**src/rtl/nic_csr_pkg.sv**
```systemverilog
`timescale 1ns/1ps
// Shared constants for the host register port: widths, the field count of
// the initialization block, and the bit positions of register 0.
package nic_csr_pkg;
    localparam int REG_W      = 16;
    localparam int BUS_ADDR_W = 24;
    localparam int DMA_W      = 32;
    localparam int INIT_WORDS = 6;
    localparam int LEN_W      = 8;
    localparam int EVT_W      = 6;
    localparam int FLAG_W     = EVT_W + 1;   // event flags plus init-done
    localparam int WIDX_W     = $clog2(INIT_WORDS);

    // Register 0 bit positions (software decodes these)
    localparam int B_INIT = 0;
    localparam int B_STRT = 1;
    localparam int B_STOP = 2;
    localparam int B_TXON = 4;
    localparam int B_RXON = 5;
    localparam int B_INTR = 7;
    localparam int B_FLAG_LO = 8;            // init-done, first W1C flag
    localparam int B_ERR  = 15;

    // Mode bits that gate the run flags on start
    localparam int M_NO_RX = 0;
    localparam int M_NO_TX = 1;

    typedef logic [INIT_WORDS-1:0][DMA_W-1:0] init_words_t;
endpackage

```
**src/rtl/nic_init_fetch.sv**
```systemverilog
`timescale 1ns/1ps
// Reads the initialization block word by word over a request/acknowledge
// DMA port. Assumes dma_ack is a single-cycle response to a held request.
// Each word is stored in its own register as it arrives; done pulses one
// cycle after the last acknowledge.
module nic_init_fetch
    import nic_csr_pkg::*;
(
    input  logic                  clk,
    input  logic                  rst_n,
    input  logic                  start,
    input  logic [BUS_ADDR_W-1:0] base,
    output logic                  dma_req,
    output logic [BUS_ADDR_W-1:0] dma_addr,
    input  logic                  dma_ack,
    input  logic [DMA_W-1:0]      dma_rdata,
    output init_words_t           words,
    output logic                  active,
    output logic                  done
);
    logic [WIDX_W-1:0]     idx_q;
    logic [BUS_ADDR_W-1:0] base_q;
    logic                  take;

    assign take     = active && dma_ack;
    assign dma_req  = active;
    assign dma_addr = base_q + BUS_ADDR_W'({idx_q, 2'b00});

    // Sequencer: latch base on start, step the word index on each acknowledge.
    always_ff @(posedge clk) begin
        if (!rst_n) begin
            active <= 1'b0;
            idx_q  <= '0;
            base_q <= '0;
            done   <= 1'b0;
        end else begin
            done <= 1'b0;
            if (start && !active) begin
                active <= 1'b1;
                idx_q  <= '0;
                base_q <= base;
            end else if (take) begin
                if (idx_q == WIDX_W'(INIT_WORDS - 1)) begin
                    active <= 1'b0;
                    done   <= 1'b1;
                end
                idx_q <= idx_q + 1'b1;
            end
        end
    end

    // One storage register per block word, loaded when its index is acknowledged.
    for (genvar g = 0; g < INIT_WORDS; g++) begin : g_word
        always_ff @(posedge clk) begin
            if (!rst_n)
                words[g] <= '0;
            else if (take && idx_q == WIDX_W'(g))
                words[g] <= dma_rdata;
        end
    end
endmodule

```
**src/rtl/nic_init_decode.sv**
```systemverilog
`timescale 1ns/1ps
// Pure decode of the stored initialization words into mode, station address,
// multicast filter and ring parameters. Word i carries field 2i in its upper
// half. Assumes nothing about timing; outputs follow the word registers.
module nic_init_decode
    import nic_csr_pkg::*;
(
    input  init_words_t           words,
    output logic [REG_W-1:0]      mode_word,
    output logic [47:0]           station_addr,
    output logic [63:0]           mcast_filter,
    output logic [BUS_ADDR_W-1:0] rx_ring_base,
    output logic [LEN_W-1:0]      rx_ring_len,
    output logic [BUS_ADDR_W-1:0] tx_ring_base,
    output logic [LEN_W-1:0]      tx_ring_len
);
    function automatic logic [REG_W-1:0] field(input init_words_t w, input int k);
        return (k % 2 == 1) ? w[k/2][REG_W-1:0] : w[k/2][DMA_W-1:REG_W];
    endfunction

    logic [BUS_ADDR_W-1:0] base_a [2];
    logic [LEN_W-1:0]      len_a  [2];

    assign mode_word    = field(words, 0);
    assign station_addr = {field(words, 3), field(words, 2), field(words, 1)};
    assign mcast_filter = {field(words, 7), field(words, 6), field(words, 5), field(words, 4)};

    // Ring 0 is receive (fields 8,9), ring 1 is transmit (fields 10,11).
    for (genvar g = 0; g < 2; g++) begin : g_ring
        logic [REG_W-1:0] lo_f, hi_f;
        assign lo_f      = field(words, 8 + 2*g);
        assign hi_f      = field(words, 9 + 2*g);
        assign base_a[g] = {hi_f[7:0], lo_f[15:3], 3'b000};
        assign len_a[g]  = LEN_W'(1) << hi_f[15:13];
    end

    assign rx_ring_base = base_a[0];
    assign rx_ring_len  = len_a[0];
    assign tx_ring_base = base_a[1];
    assign tx_ring_len  = len_a[1];
endmodule

```
**src/rtl/nic_csr_port.sv**
```systemverilog
`timescale 1ns/1ps
// Host register port of the Ethernet controller. A 2-bit pointer selects one
// of four registers; register 0 holds W1C event flags, run flags and the
// stop/init/start commands. Init fetches the block through nic_init_fetch.
// Assumes the host drives reg_* synchronously to clk.
module nic_csr_port
    import nic_csr_pkg::*;
(
    input  logic                  clk,
    input  logic                  rst_n,
    input  logic                  reg_sel,
    input  logic                  reg_wr,
    input  logic [REG_W-1:0]      reg_wdata,
    output logic [REG_W-1:0]      reg_rdata,
    output logic                  busy,
    output logic                  irq,
    input  logic [EVT_W-1:0]      evt_flags,
    output logic                  dma_req,
    output logic [BUS_ADDR_W-1:0] dma_addr,
    input  logic                  dma_ack,
    input  logic [DMA_W-1:0]      dma_rdata,
    output logic [REG_W-1:0]      mode_word,
    output logic [47:0]           station_addr,
    output logic [63:0]           mcast_filter,
    output logic [BUS_ADDR_W-1:0] rx_ring_base,
    output logic [LEN_W-1:0]      rx_ring_len,
    output logic [BUS_ADDR_W-1:0] tx_ring_base,
    output logic [LEN_W-1:0]      tx_ring_len,
    output logic                  ring_pos_clr
);
    logic [1:0]        rap_q;
    logic [REG_W-1:1]  csr1_q;
    logic [7:0]        csr2_q;
    logic [2:0]        csr3_q;
    logic [FLAG_W-1:0] flag_q;      // register 0 bits 14..8
    logic              stop_q, strt_q, init_q, rxon_q, txon_q, strt_pend_q;
    logic              fetch_active, fetch_done;
    logic              wr_ok, csr0_wr, cmd_stop, cmd_init, cmd_strt;
    logic              err_sum, intr_sum;
    logic [FLAG_W-1:0] flag_set, flag_clr;
    logic [REG_W-1:0]  csr0_val;
    init_words_t       words;

    assign busy     = fetch_active || fetch_done;
    assign wr_ok    = reg_wr && !busy;
    assign csr0_wr  = wr_ok && !reg_sel && rap_q == 2'd0;
    assign cmd_stop = csr0_wr && reg_wdata[B_STOP];
    assign cmd_init = csr0_wr && !reg_wdata[B_STOP] && reg_wdata[B_INIT];
    assign cmd_strt = csr0_wr && !reg_wdata[B_STOP] && reg_wdata[B_STRT];

    nic_init_fetch u_fetch (
        .clk       (clk),
        .rst_n     (rst_n),
        .start     (cmd_init),
        .base      ({csr2_q, csr1_q, 1'b0}),
        .dma_req   (dma_req),
        .dma_addr  (dma_addr),
        .dma_ack   (dma_ack),
        .dma_rdata (dma_rdata),
        .words     (words),
        .active    (fetch_active),
        .done      (fetch_done)
    );

    nic_init_decode u_decode (
        .words        (words),
        .mode_word    (mode_word),
        .station_addr (station_addr),
        .mcast_filter (mcast_filter),
        .rx_ring_base (rx_ring_base),
        .rx_ring_len  (rx_ring_len),
        .tx_ring_base (tx_ring_base),
        .tx_ring_len  (tx_ring_len)
    );

    assign ring_pos_clr = fetch_done;

    // Pointer and address/bus registers: masked stores, stop clears register 3.
    always_ff @(posedge clk) begin
        if (!rst_n) begin
            rap_q  <= '0;
            csr1_q <= '0;
            csr2_q <= '0;
            csr3_q <= '0;
        end else if (wr_ok) begin
            if (reg_sel)
                rap_q <= reg_wdata[1:0];
            else if (rap_q == 2'd1)
                csr1_q <= reg_wdata[REG_W-1:1];
            else if (rap_q == 2'd2)
                csr2_q <= reg_wdata[7:0];
            else if (rap_q == 2'd3)
                csr3_q <= reg_wdata[2:0];
            if (cmd_stop)
                csr3_q <= '0;
        end
    end

    // Sticky flags: events and init completion set, host ones and stop clear; set wins.
    assign flag_set = {evt_flags, fetch_done};
    assign flag_clr = (csr0_wr ? reg_wdata[B_ERR-1:B_FLAG_LO] : '0)
                    | {{(FLAG_W-1){1'b0}}, cmd_stop};
    always_ff @(posedge clk) begin
        if (!rst_n) flag_q <= '0;
        else        flag_q <= (flag_q & ~flag_clr) | flag_set;
    end

    // Run flags and commands: stop dominates, completion applies deferred start.
    always_ff @(posedge clk) begin
        if (!rst_n) begin
            stop_q <= 1'b1;
            strt_q <= 1'b0;
            init_q <= 1'b0;
            rxon_q <= 1'b0;
            txon_q <= 1'b0;
            strt_pend_q <= 1'b0;
        end else if (cmd_stop) begin
            stop_q <= 1'b1;
            strt_q <= 1'b0;
            init_q <= 1'b0;
            rxon_q <= 1'b0;
            txon_q <= 1'b0;
            strt_pend_q <= 1'b0;
        end else if (fetch_done) begin
            stop_q <= 1'b0;
            init_q <= 1'b1;
            rxon_q <= !(strt_pend_q && mode_word[M_NO_RX]);
            txon_q <= !(strt_pend_q && mode_word[M_NO_TX]);
            if (strt_pend_q) strt_q <= 1'b1;
            strt_pend_q <= 1'b0;
        end else if (cmd_init) begin
            strt_pend_q <= reg_wdata[B_STRT];
        end else if (cmd_strt) begin
            stop_q <= 1'b0;
            strt_q <= 1'b1;
            if (mode_word[M_NO_RX]) rxon_q <= 1'b0;
            if (mode_word[M_NO_TX]) txon_q <= 1'b0;
        end
    end

    // Summaries: error over the four error flags, interrupt over all but collision.
    assign err_sum  = |flag_q[FLAG_W-1:FLAG_W-4];
    assign intr_sum = flag_q[6] | flag_q[4] | flag_q[3] | flag_q[2] | flag_q[1] | flag_q[0];
    assign irq      = intr_sum;

    // Register 0 image as the host sees it.
    always_comb begin
        csr0_val         = '0;
        csr0_val[B_ERR]  = err_sum;
        csr0_val[B_ERR-1:B_FLAG_LO] = flag_q;
        csr0_val[B_INTR] = intr_sum;
        csr0_val[B_RXON] = rxon_q;
        csr0_val[B_TXON] = txon_q;
        csr0_val[B_STOP] = stop_q;
        csr0_val[B_STRT] = strt_q;
        csr0_val[B_INIT] = init_q;
    end

    // Read mux over pointer and the selected register.
    always_comb begin
        if (reg_sel) begin
            reg_rdata = {{(REG_W-2){1'b0}}, rap_q};
        end else begin
            case (rap_q)
                2'd0:    reg_rdata = csr0_val;
                2'd1:    reg_rdata = {csr1_q, 1'b0};
                2'd2:    reg_rdata = {8'h00, csr2_q};
                default: reg_rdata = {13'h0000, csr3_q};
            endcase
        end
    end
endmodule

```
**config.mk**
```make
export PLATFORM = sky130hd
export DESIGN_NAME = nic_csr_port
export DESIGN_NICKNAME = d
export VERILOG_FILES = /design/src/rtl/nic_csr_pkg.sv /design/src/rtl/nic_init_fetch.sv /design/src/rtl/nic_init_decode.sv /design/src/rtl/nic_csr_port.sv
export SDC_FILE = /design/constraint.sdc
export NUM_CORES = 1
export LEC_CHECK = 0
export CORE_ASPECT_RATIO = 0.9
export CORE_MARGIN = 2
export CORE_UTILIZATION = 45
export CTS_BUF_LIST = sky130_fd_sc_hd__clkbuf_4 sky130_fd_sc_hd__clkbuf_8 sky130_fd_sc_hd__clkbuf_16
export DETAILED_ROUTE_END_ITERATION = 10
export DONT_BUFFER_PORTS = 1
export SLEW_MARGIN = 20
export SYNTH_ARGS = -nofsm -noshare
export SYNTH_HDL_FRONTEND = slang
export SYNTH_HIERARCHICAL = 1
export SYNTH_SLANG_ARGS = --single-unit
```
**constraint.sdc**
```tcl
create_clock -name clk -period 3 [get_ports clk]
set_input_delay 0.45 -clock clk [delete_from_list [all_inputs] [get_ports clk]]
set_output_delay 0.45 -clock clk [all_outputs]
set_load 0.02 [all_outputs]
```
==> results of run 1 <==
==> final cells by class <==
cell class                 instances  area (µm²)
fill                            2584       14200
inverter                          11        41.3
clock buffer                      36         787
clock inverter                    12         170
multi-input combinational        896        5080
sequential                       246        4920
timing repair buffer              31         248
tap                              348         435
==> through the flow <==
stage | instance area, µm² | std cells | worst slack [ps]
6_report | 11700 | 1580 | 194
3_5_place_dp | 10600 | 1526 | 645
5_1_grt | 11700 | 1580 | 31.9
2_1_floorplan | 11800 | 1428 | 835
3_3_place_gp | 10600 | 1526 | 692
4_1_cts | 11700 | 1580 | 70.4
==> power breakdown <==
group | switching, mW | total [mW] | internal, mW | leakage [nW]
Combinational | 0.108 | 0.205 | 0.0973 | 1.59
Sequential | 0.0285 | 3.31 | 3.29 | 1.98
Clock | 1.35 | 3.52 | 2.18 | 0.477
Total | 1.48 | 7.04 | 5.56 | 4.05
==> sequential cells by signal (all words and copies together), names as in the netlist, 2 cells and up <==
signal	flops
u_fetch/words	176
u_fetch/base_q	24
csr1_q	15
csr2_q	8
flag_q	7
csr3_q	3
u_fetch/idx_q	3
rap_q	2
==> worst paths after layout <==
check	from	to	slack (ps)	cells past startpoint
max	u_fetch/idx_q[2]$_SDFFE_PP0P_	dma_addr[11]	190	5
min	dma_rdata[3]	u_fetch/words[3]$_SDFFE_PN0P_	50	2
max reg2reg	rap_q[1]$_SDFFE_PN0P_	u_fetch/base_q[1]$_SDFFE_PN0P_	920	6
min reg2reg	csr3_q[2]$_SDFFE_PN0P_	csr3_q[2]$_SDFFE_PN0P_	460	2
==> timing repair <==
item	CTS	global route
hold buffers	6	0
resized for setup	0	4
endpoints found under the hold margin	6	0
endpoints found under the setup margin	0	4
setup buffers	0	0
==> critical path, delay by kind of cell (launching register included) <==
kind / cells / cell delay, ps
compound gates: 1 / 120
simple gates: 2 / 460
xor+xnor: 1 / 430
fa+ha+maj: 1 / 420
flops: 1 / 390
==> metal layers <==
metal  up-vias  track usage [%]
li1       4054                -
met1      3910             26.2
met2       244             34.7
met3        40             6.04
met4         0             5.48
met5         -                0
==> metrics.md, run 1 <==
| Metric | Value |
|---|---|
| Outcome | `completed` |
| Crit-path slowest cell | `xor2_1` |
| Final Hold Fails | `0` |
| YS warnings | `6` |
| Total global-route track usage | `20.7%` |
| Crit start category | `flip-flop` |
| GPL Wtd Cong | `0.801` |
| DP HPWL | `19900 µm` |
| Vias/cell | `5.22` |
| First-iteration detailed-routing DRC count | `667` |
| Worst-path clk slew | `60 ps` |
| RSZ-0062 raised after global routing | `no` |
| TritonCTS sink count | `246` |
| Die area | `27500 µm²` |
| Clk_skew | `5.50 ps` |
| Final Max Tran Viols | `0` |
| Drt drc | `0` |
| Top Metal Used | `met4` |
| # rows | `56` |
| Chip width | `175 µm` |
| CTS root buffer | `clkbuf_16` |
| Post-Syn Area | `11800 µm²` |
| Fin nets | `1280` |
| DRT met1 WL | `12900 µm` |
| CTS tree | `done` |
| Initial antenna violation count | `0` |
| Critical Path AT | `2360 ps` |
| Period utilization | `93.5%` |
| Worst-margin pin slew | `746 ps` |
| WS Path Type | `reg2out` |
| Final Setup Violations | `0` |
| Die height | `158 µm` |
| Pwr dens | `603 nW/µm²` |
| 1st-pass router iterations | `4` |
| Crit Path Max Fanout | `8` |
| Period minus WS final | `2810 ps` |
| Port buffer count | `0` |
| Antenna diodes | `0` |
| Worst path cell trace | `ha_1 > a21oi_1 > and2_1 > nor3_1 > xor2_1` |
| Clk_lat worst skew | `530 ps` |
| Core ar. | `25900 µm²` |
| Met2 WL | `14000 µm` |
| Initial core utilization | `45.5%` |
| Commonest non-fill, non-tap cell in the layout | `nand2_1` |
| Wire length per cell | `19.0 µm` |
| Total Power | `7.04 mW` |
| Post-route ant nets | `0` |
| Cts bufs inserted | `26` |
| Worst Hold Class | `in2reg` |
| Hold_ws | `50.1 ps` |
| Clock buffer depth | `3` |
| Io pins | `295` |
| CP required | `2550 ps` |
| Largest net degree at the start of global routing | `246` |
| Htree depth | `1` |
| Setup crit end kind | `primary output` |
| Max stage delay on crit path | `430 ps` |
| Max-cap viol count | `0` |
| Syn-to-layout area delta | `-0.881%` |
| Vias | `8248` |
| VDD IR-drop max | `0.000417 V` |
| Utilization after layout | `45.1%` |
| First-pass GRT wire length | `45300 µm` |
| Normalized max-slew margin | `49.7%` |
| Vias in the first global route | `7762` |
| Post-Route WL | `30000 µm` |
| Gate count of the mapped netlist | `1423` |
| Met3 routed WL | `2450 µm` |
| Fmax | `356 MHz` |
| Layout cells sized above 1 | `8.20%` |
| Leakage power | `4.05 nW` |
| Most frequent cells in the layout | `417 x nand2_1, 246 x dfxtp_1, 206 x a21boi_1` |
| Fin Setup TNS | `0 ps` |
| Synthesized area per cell | `8.28 µm²` |
| GRT overflow | `0` |
No activity file was read; power rests on OpenSTA's default activity.
==> run 2, diff against run 1 <==
- CTS_CLUSTER_DIAMETER: unset -> 80
==> results of run 2 <==
Same layout as run 1: the final DEF is identical, and so are final timing and power.
